==> config.mk <==
export PLATFORM = sky130hd
export DESIGN_NAME = dtw_gen
export DESIGN_NICKNAME = d
export VERILOG_FILES = /design/src/rtl/dtw_pkg.sv /design/src/rtl/dtw_ctl.sv /design/src/rtl/dtw_counter.sv /design/src/rtl/dtw_wave.sv /design/src/rtl/dtw_gate.sv /design/src/rtl/dtw_gen.sv
export SDC_FILE = /design/constraint.sdc
export NUM_CORES = 1
export LEC_CHECK = 0
export ABC_CLOCK_PERIOD_IN_PS = 2350
export BUFFER_PORTS_ARGS = -buffer_cell sky130_fd_sc_hd__buf_2
export CORE_UTILIZATION = 50
export DETAILED_ROUTE_END_ITERATION = 10
export PLACE_DENSITY_LB_ADDON = 0.12
export SETUP_SLACK_MARGIN = 0.2
export SYNTH_ARGS = -nofsm -noshare
export SYNTH_HDL_FRONTEND = slang
export SYNTH_HIERARCHICAL = 1
export SYNTH_SLANG_ARGS = --single-unit
==> constraint.sdc <==
create_clock -name clk -period 2.35 [get_ports clk]
set_clock_uncertainty 0.2 [all_clocks]
set_input_delay 0.3525 -clock clk [delete_from_list [all_inputs] [get_ports clk]]
set_output_delay 0.3525 -clock clk [all_outputs]
set_load 0.01 [all_outputs]
==> src/rtl/dtw_pkg.sv <==
package dtw_pkg;

    typedef enum logic [2:0] {
        MODE_STOP   = 3'b000,
        MODE_GATE   = 3'b001,
        MODE_TIMER  = 3'b010,
        MODE_DT_RT  = 3'b100,
        MODE_DT_PPG = 3'b111
    } mode_e;

    typedef struct packed {
        mode_e mode;
        logic  pol;
        logic  irq_en;
    } ctl_t;

    typedef struct packed {
        logic p;
        logic n;
    } pair_t;

    localparam ctl_t CTL_RESET = '{mode: MODE_STOP, pol: 1'b0, irq_en: 1'b0};

    // Unlisted codes fall back to stop.
    function automatic mode_e decode_mode(input logic [2:0] code);
        mode_e m;
        case (code)
            3'b001:  m = MODE_GATE;
            3'b010:  m = MODE_TIMER;
            3'b100:  m = MODE_DT_RT;
            3'b111:  m = MODE_DT_PPG;
            default: m = MODE_STOP;
        endcase
        return m;
    endfunction

    function automatic logic mode_is_dt(input mode_e m);
        return (m == MODE_DT_RT) || (m == MODE_DT_PPG);
    endfunction

    function automatic logic mode_counts(input mode_e m);
        return (m == MODE_TIMER) || mode_is_dt(m);
    endfunction

endpackage

==> src/rtl/dtw_ctl.sv <==
module dtw_ctl
    import dtw_pkg::*;
#(
    parameter int unsigned GATE_N = 2
) (
    input  logic              clk,
    input  logic              rst,
    input  logic              we,
    input  logic [2:0]        wr_mode,
    input  logic              wr_pol,
    input  logic              wr_irq_en,
    input  logic              wr_flag,
    input  logic [GATE_N-1:0] wr_gsync,
    input  logic              uf,
    output ctl_t              ctl_q,
    output logic [GATE_N-1:0] gsync_q,
    output logic              flag_q,
    output logic              irq_req
);

    always_ff @(posedge clk) begin
        if (rst) begin
            ctl_q   <= CTL_RESET;
            gsync_q <= '0;
        end else if (we) begin
            ctl_q.mode   <= decode_mode(wr_mode);
            ctl_q.pol    <= wr_pol;
            ctl_q.irq_en <= wr_irq_en;
            gsync_q      <= wr_gsync;
        end
    end

    // Underflow wins over a clear in the same cycle.
    always_ff @(posedge clk) begin
        if (rst) begin
            flag_q <= 1'b0;
        end else if (uf) begin
            flag_q <= 1'b1;
        end else if (we && !wr_flag) begin
            flag_q <= 1'b0;
        end
    end

    assign irq_req = flag_q & ctl_q.irq_en;

endmodule

==> src/rtl/dtw_counter.sv <==
module dtw_counter #(
    parameter int unsigned CNT_W = 16
) (
    input  logic             clk,
    input  logic             rst,
    input  logic             enable,
    input  logic             load,
    input  logic [CNT_W-1:0] reload,
    output logic [CNT_W-1:0] cnt,
    output logic             run,
    output logic             uf
);

    localparam logic [CNT_W-1:0] ZERO = '0;
    localparam logic [CNT_W-1:0] ONE  = {{(CNT_W-1){1'b0}}, 1'b1};

    assign uf = run && (cnt == ZERO);

    always_ff @(posedge clk) begin
        if (rst || !enable) begin
            cnt <= ZERO;
            run <= 1'b0;
        end else if (load) begin
            cnt <= reload;
            run <= 1'b1;
        end else if (run) begin
            if (cnt == ZERO) begin
                run <= 1'b0;
            end else begin
                cnt <= cnt - ONE;
            end
        end
    end

endmodule

==> src/rtl/dtw_wave.sv <==
module dtw_wave
    import dtw_pkg::*;
(
    input  logic  clk,
    input  logic  rst,
    input  mode_e mode,
    input  logic  pol,
    input  logic  rt,
    input  logic  ppg,
    input  logic  run,
    output logic  load,
    output logic  out_p,
    output logic  out_n
);

    logic  rt_d;
    logic  ppg_d;
    pair_t raw;
    pair_t out_q;

    always_ff @(posedge clk) begin
        if (rst) begin
            rt_d  <= 1'b0;
            ppg_d <= 1'b0;
        end else begin
            rt_d  <= rt;
            ppg_d <= ppg;
        end
    end

    always_comb begin
        raw  = '{p: 1'b0, n: 1'b0};
        load = 1'b0;
        case (mode)
            MODE_GATE: begin
                raw.p = ppg & rt;
                raw.n = ~(ppg & rt);
            end
            MODE_TIMER: begin
                load  = rt & ~rt_d;
                raw.p = ppg & run;
                raw.n = ~(ppg & run);
            end
            MODE_DT_RT: begin
                load  = rt ^ rt_d;
                raw.p = rt_d & ~run;
                raw.n = ~rt_d & ~run;
            end
            MODE_DT_PPG: begin
                load  = ppg ^ ppg_d;
                raw.p = ppg_d & ~run;
                raw.n = ~ppg_d & ~run;
            end
            default: begin
                raw  = '{p: 1'b0, n: 1'b0};
                load = 1'b0;
            end
        endcase
    end

    always_ff @(posedge clk) begin
        if (rst) begin
            out_q <= '{p: 1'b0, n: 1'b0};
        end else begin
            out_q.p <= raw.p ^ pol;
            out_q.n <= raw.n ^ pol;
        end
    end

    assign out_p = out_q.p;
    assign out_n = out_q.n;

endmodule

==> src/rtl/dtw_gate.sv <==
module dtw_gate #(
    parameter int unsigned GATE_N = 2
) (
    input  logic [GATE_N-1:0] sync,
    input  logic [GATE_N-1:0] lines,
    output logic              gate
);

    logic [GATE_N-1:0] term;

    for (genvar i = 0; i < GATE_N; i++) begin : g_term
        assign term[i] = ~sync[i] | lines[i];
    end

    assign gate = &term;

endmodule

==> src/rtl/dtw_gen.sv <==
module dtw_gen
    import dtw_pkg::*;
#(
    parameter int unsigned CNT_W  = 16,
    parameter int unsigned GATE_N = 2
) (
    input  logic              clk,
    input  logic              rst,
    input  logic              ctl_we,
    input  logic [2:0]        ctl_mode,
    input  logic              ctl_pol,
    input  logic              ctl_irq_en,
    input  logic              ctl_flag_wr,
    input  logic [GATE_N-1:0] ctl_gate_sync,
    input  logic              reload_we,
    input  logic [CNT_W-1:0]  reload_val,
    input  logic              rt_in,
    input  logic              ppg_in,
    input  logic [GATE_N-1:0] gate_rt_in,
    output logic              out_p,
    output logic              out_n,
    output logic              gate_o,
    output logic              irq_flag,
    output logic              irq_req
);

    ctl_t              ctl_q;
    logic [GATE_N-1:0] gsync_q;
    logic [CNT_W-1:0]  reload_q;
    logic [CNT_W-1:0]  cnt;
    logic              run;
    logic              uf;
    logic              load;
    logic              cnt_en;

    always_ff @(posedge clk) begin
        if (rst) begin
            reload_q <= '0;
        end else if (reload_we) begin
            reload_q <= reload_val;
        end
    end

    assign cnt_en = mode_counts(ctl_q.mode);

    dtw_ctl #(.GATE_N(GATE_N)) u_ctl (
        .clk       (clk),
        .rst       (rst),
        .we        (ctl_we),
        .wr_mode   (ctl_mode),
        .wr_pol    (ctl_pol),
        .wr_irq_en (ctl_irq_en),
        .wr_flag   (ctl_flag_wr),
        .wr_gsync  (ctl_gate_sync),
        .uf        (uf),
        .ctl_q     (ctl_q),
        .gsync_q   (gsync_q),
        .flag_q    (irq_flag),
        .irq_req   (irq_req)
    );

    dtw_counter #(.CNT_W(CNT_W)) u_cnt (
        .clk    (clk),
        .rst    (rst),
        .enable (cnt_en),
        .load   (load),
        .reload (reload_q),
        .cnt    (cnt),
        .run    (run),
        .uf     (uf)
    );

    dtw_wave u_wave (
        .clk   (clk),
        .rst   (rst),
        .mode  (ctl_q.mode),
        .pol   (ctl_q.pol),
        .rt    (rt_in),
        .ppg   (ppg_in),
        .run   (run),
        .load  (load),
        .out_p (out_p),
        .out_n (out_n)
    );

    dtw_gate #(.GATE_N(GATE_N)) u_gate (
        .sync  (gsync_q),
        .lines (gate_rt_in),
        .gate  (gate_o)
    );

endmodule

==> results of run 1 <==
==> metal layers <==
layer	share of wire (%)	track usage (%)
met5	0	0
met2	42	27.9
met3	4.6	4.93
met1	52	31.6
met4	1.3	6.89
==> path summary, 6_finish.rpt <==
| path | from | endpoint | slack (ns) | cells past startpoint |
|---|---|---|---|---|
| setup reg to reg | u_wave/rt_d | u_cnt/cnt[5] | 0.30 | 9 |
| setup / recovery | u_wave/rt_d | u_cnt/cnt[5] | 0.30 | 9 |
| hold reg to reg | u_ctl/ctl_q[0] | u_ctl/ctl_q[0] | 0.31 | 2 |
| hold / removal | reload_val[10] | reload_q[10] | 0.08 | 3 |
==> sequential cells by signal, summed over array words and instances (netlist names) <==
name	count
u_wave/out_n	1
u_wave/out_p	1
u_cnt/cnt	16
u_cnt/run	1
u_wave/ppg_d	1
u_ctl/gsync_q	2
u_ctl/flag_q	1
u_wave/rt_d	1
reload_q	16
u_ctl/ctl_q	5
==> cell type report <==
cell class                      instances  area share (%)
Timing Repair inverter                  1           0.291
Clock inverter                          2            1.45
Multi-Input combinational cell        173            47.1
Clock buffer                            6            3.20
Tap cell                               50            2.42
Timing Repair Buffer                   43            9.01
Inverter                               11            1.60
Sequential cell                        45            34.9
==> power breakdown <==
| group | internal, uW | total, uW | switching, uW |
|---|---|---|---|
| registers | 791 | 814 | 23.3 |
| logic | 80.7 | 166 | 85.2 |
| clock network | 346 | 602 | 257 |
| total | 1220 | 1580 | 365 |
==> cells in the final DEF, fill, tap and decap left out, types with 7 or more instances in the layout <==
| cell | synthesis | routed |
|---|---|---|
| dfxtp_1 | 45 | 45 |
| buf_2 | 1 | 36 |
| nor2_1 | 28 | 28 |
| mux2i_1 | 23 | 23 |
| a21oi_1 | 19 | 19 |
| o21ai_0 | 16 | 15 |
| inv_1 | 11 | 10 |
| xnor2_1 | 8 | 8 |
| nand2_1 | 8 | 8 |
| buf_4 | 0 | 7 |
==> logic make-up after synthesis <==
kind of cell,after synthesis,share of synthesized area (%)
muxes,24,10.8
and+or+nand+nor,78,20.6
adders and majority gates,2,1.12
AOI/OAI and AO/OA,56,16.7
buffers and inverters,22,5.48
xor gates and xnor gates,13,5.09
DFF,45,40.3
==> worst max-delay path: cells and delay by family, from the launching register on <==
kind,cells,cell delay (ns)
buffers and inverters,3,0.39
adder cells (fa/ha/maj),1,0.27
AO/OA/AOI/OAI,3,0.53
flip-flops,1,0.34
AND/OR/NAND/NOR,2,0.21
==> metrics by stage <==
stage          power, uW  hold WS (ns)  instances  instance area [um2]
6_report            1580        0.0829        331                 2580
2_1_floorplan        943         0.219        240                 2240
3_3_place_gp         991         0.269        321                 2440
4_1_cts             1600        0.0777        329                 2560
5_1_grt             1660        0.0837        331                 2580
3_5_place_dp         994         0.285        321                 2440
==> timing repair <==
action / CTS / global route
hold endpoints to repair: 0 / 0
endpoints found under the setup margin: 3 / 12
setup buffers: 0 / 1
resized for setup: 1 / 3
cloned: 0 / 1
==> flow_summary.json, run 1 <==
{
  "netlist_area_um2": 2240,
  "area_growth_pct": 15.4,
  "yosysTopAreaCell": "dfxtp_1",
  "dpl.hpwl_um": 3220,
  "drtAntennaViolNets": 0,
  "grt_pass1_vias": 1526,
  "route.detailed.drc": 0,
  "io_buffers": 36,
  "cts_root_buffer": "clkbuf_8",
  "drt_pass1_iterations": 4,
  "critical_path_class": "flip-flop to flip-flop",
  "rsz0062_at_grt": "false",
  "ctsHoldBuffers": 0,
  "setup_ws_ns": 0.296,
  "avgSynthCellArea_um2": 9.32,
  "synth_edf_count": 0,
  "ys.flop_type": "dfxtp_1",
  "maxCapViolations": 0,
  "drive_gt1_share_pct": 25.6,
  "final_hold_viol_count": 0,
  "nets": 314,
  "critPathCaptureType": "flip-flop",
  "fin_setup_tns_ns": 0,
  "coreArea_um2": 4140,
  "max_freq_mhz": 487,
  "hold_class": "primary input to flip-flop",
  "finalCriticalPeriod_ns": 2.05,
  "io_pins": 37,
  "synth_top_cell_area_share_pct": 40.3,
  "multiInputGateArea_um2": 1220,
  "fill_cells": 371,
  "grt_overflow": 0,
  "drv_slew": 0,
  "slowest_stage": "dfxtp_1",
  "crit_chain": "inv_1 -> ha_1 -> nor3_1 -> a31oi_1 -> o21ai_2 -> clkinvlp_4 -> buf_4 -> o21ai_0 -> nor2_1",
  "drtIter0Drc": 115,
  "rows": 23,
  "synth_area_leaders": "dfxtp_1 (40%), mux2i_1 (10%), nor2_1 (4.7%)",
  "path_max_fanout": 13,
  "grt_antenna_before_repair": 0,
  "clk_pin_slew_ns": 0.09,
  "synthArstFlopShare_pct": 0,
  "synthCells": 240,
  "syn-num-nets": 274,
  "wire_per_inst_um": 13.7,
  "critPathLaunchType": "flip-flop",
  "grt_max_degree": 31,
  "gp_congestion": 0.802,
  "vias": 1811,
  "fin_crit_sh_pct": 87.4,
  "p_leak_uw": 0.00103,
  "seq_area_frac_synth_pct": 40.3,
  "ys_seq_elements": 45,
  "diodes": 0,
  "slew-limit-headroom_pct": 66.7,
  "grt.total_usage_pct": 20.7,
  "grt_first_pass_wirelength_um": 7110,
  "ys_types": 56,
  "yosys-top-cells-count": "dfxtp_1 (45), nor2_1 (28), mux2i_1 (23)",
  "vias_per_cell": 5.47,
  "powerDensity_nw_per_um2": 613,
  "initial_core_util_pct": 54.0,
  "ir_drop_uv": 454,
  "clock_latency_ns": 0.30,
  "status": "complete, no violations",
  "dieArea_um2": 4750,
  "cts_tree": "yes",
  "die_h_um": 68.9,
  "slowest_delay_ns": 0.34,
  "wirelength_um": 4530,
  "final-setup-viol-count": 0,
  "yosys_warnings": 6,
  "utilization_pct": 62.3,
  "yosysMostFrequentCell": "dfxtp_1",
  "pre_cts_ws_ns": 0.0671,
  "clock_sink_count": 45,
  "die_x_um": 68.9,
  "worst_ep_required_time_ns": 2.34,
  "worst_ep_arrival_time_ns": 2.04,
  "seq_area_um2": 901,
  "htreeDepth": 2,
  "cts_made_buffers": 5,
  "clockBufferDepth": 2,
  "worst-slew-pin-transition_ns": 0.500
}
(Power assumes the default switching activity.)
==> run 2: changes to the inputs <==
- RECOVER_POWER: unset -> 100
- SKIP_CTS_REPAIR_TIMING: unset -> 1
==> run 2 against run 1 <==
Against the previous run:
- utilization is 0.15 points lower
- flip-flop and latch count stayed put
- largest cell class unchanged
- hold slack hardly changed
==> flow_summary.json, run 2 (same netlist as run 1, synthesis figures left out) <==
{
  "status": "complete, no violations",
  "final_common_cell": "dfxtp_1",
  "grt_overflow": 0,
  "slew-limit-headroom_pct": 19.0,
  "grt_max_degree": 31,
  "final_hold_viol_count": 0,
  "dp.cells": 321,
  "critPathCaptureType": "flip-flop",
  "clockBufferDepth": 2,
  "area_growth_pct": 15.2,
  "die_h_um": 68.9,
  "io_pins": 37,
  "worst-slew-pin-transition_ns": 1.21,
  "io_buffers": 36,
  "drt_pass1_iterations": 4,
  "finalCriticalPeriod_ns": 2.09,
  "initial_core_util_pct": 54.0,
  "holdPathStages": 3,
  "grt_first_pass_wirelength_um": 7110,
  "drive_gt1_share_pct": 23.5,
  "seqPwrFrac_pct": 51.5,
  "rows": 23,
  "hold_class": "primary input to flip-flop",
  "die_x_um": 68.9,
  "clock_latency_ns": 0.30,
  "gp_congestion": 0.802,
  "p_int_uw": 1220,
  "rr_worst_depth": 8,
  "maxCapViolations": 0,
  "swShare_pct": 23.1,
  "rsz0062_at_grt": "false",
  "cts_tree": "yes",
  "top_regs": "reload_q (16), u_cnt/cnt (16), u_ctl/ctl_q (5)",
  "worst_ep_required_time_ns": 2.33,
  "max_freq_mhz": 478,
  "instances_no_fill": 331,
  "p_leak_uw": 0.00101,
  "cts_root_buffer": "clkbuf_8",
  "wirelength_um": 4530,
  "vias": 1802,
  "grt_pass1_vias": 1526,
  "combPwrFrac_pct": 10.4,
  "cts_made_buffers": 5,
  "diodes": 0,
  "drtAntennaViolNets": 0,
  "dieArea_um2": 4750,
  "dpl.hpwl_um": 3220,
  "power.switching_uw": 366,
  "htreeDepth": 2,
  "grt.total_usage_pct": 20.7,
  "ir_drop_uv": 454,
  "drtIter0Drc": 106,
  "r2r_setup_slack_ns": 0.26,
  "path_max_fanout": 15,
  "route.detailed.drc": 0,
  "final_cell_mix": "dfxtp_1 (45), buf_2 (31), nor2_1 (28)",
  "worst_ep_arrival_time_ns": 2.07,
  "coreArea_um2": 4140,
  "critical_path_class": "flip-flop to flip-flop",
  "fin_crit_sh_pct": 89.0,
  "final-setup-viol-count": 0,
  "clk_pin_slew_ns": 0.08,
  "drv_slew": 0,
  "fill_cells": 374,
  "clock_sink_count": 45,
  "multiInputGateArea_um2": 1220,
  "nets": 314,
  "powerDensity_nw_per_um2": 614,
  "wire_per_inst_um": 13.7,
  "grt_antenna_before_repair": 0,
  "critPathLaunchType": "flip-flop",
  "pwr-share-clk_pct": 38.1,
  "vias_per_cell": 5.44,
  "seq_area_um2": 901,
  "fin_setup_tns_ns": 0
}
[run 2: per-layer routing]
| metal | wire (um) | up-vias | track usage [%] |
|---|---|---|---|
| met5 | 0 | - | 0 |
| met1 | 2380 | 831 | 31.6 |
| met3 | 181 | 6 | 4.93 |
| met2 | 1900 | 33 | 27.9 |
| met4 | 61 | 0 | 6.89 |
| li1 | - | 932 | - |
[run 2: worst paths after layout]
| check | from | to |
|---|---|---|
| min reg2reg | u_ctl/ctl_q[0] | u_ctl/ctl_q[0] |
| max reg2reg | u_wave/rt_d | u_cnt/cnt[15] |
| max | u_wave/rt_d | u_cnt/cnt[15] |
| min | reload_val[10] | reload_q[10] |
[run 2: power groups by stage]
| stage | clock network, uW | logic [uW] | registers, uW |
|---|---|---|---|
| 6_report | 603 | 165 | 814 |
| 5_1_grt | 654 | 183 | 818 |
| 4_1_cts | 620 | 163 | 814 |
| 3_5_place_dp | 0 | 162 | 832 |
| 3_3_place_gp | 0 | 159 | 831 |
| 2_1_floorplan | 0 | 118 | 825 |
[run 2: stage by stage]
stage | total power [uW] | setup WS [ns] | area (um2) | util (%) | hold WS [ns]
2_1_floorplan | 943 | 0.443 | 2240 | - | 0.219
3_3_place_gp | 991 | 0.0944 | 2440 | 59.0 | 0.269
3_5_place_dp | 994 | 0.0671 | 2440 | 59.0 | 0.285
4_1_cts | 1600 | 0.163 | 2560 | 61.9 | 0.0777
5_1_grt | 1660 | 0.132 | 2580 | 62.2 | 0.0837
6_report | 1580 | 0.257 | 2580 | 62.2 | 0.0826
[run 2: layout make-up]
class / instances / area share [%]
clock buffers: 6 / 3.21
clock inverters: 2 / 1.46
inverters: 11 / 1.60
multi-input cells: 173 / 47.3
flip-flops and latches: 45 / 35.0
well taps: 50 / 2.43
repair buffers: 43 / 8.79
repair inverters: 1 / 0.291
[run 2: worst max-delay path, stage by stage (launching register included)]
cell and delay, ns:
dfxtp_1 0.34, inv_1 0.06, ha_1 0.27, nor3_1 0.16
a31oi_1 0.08, o21ai_2 0.27, inv_1 0.25, o21ai_0 0.29
a21oi_1 0.06
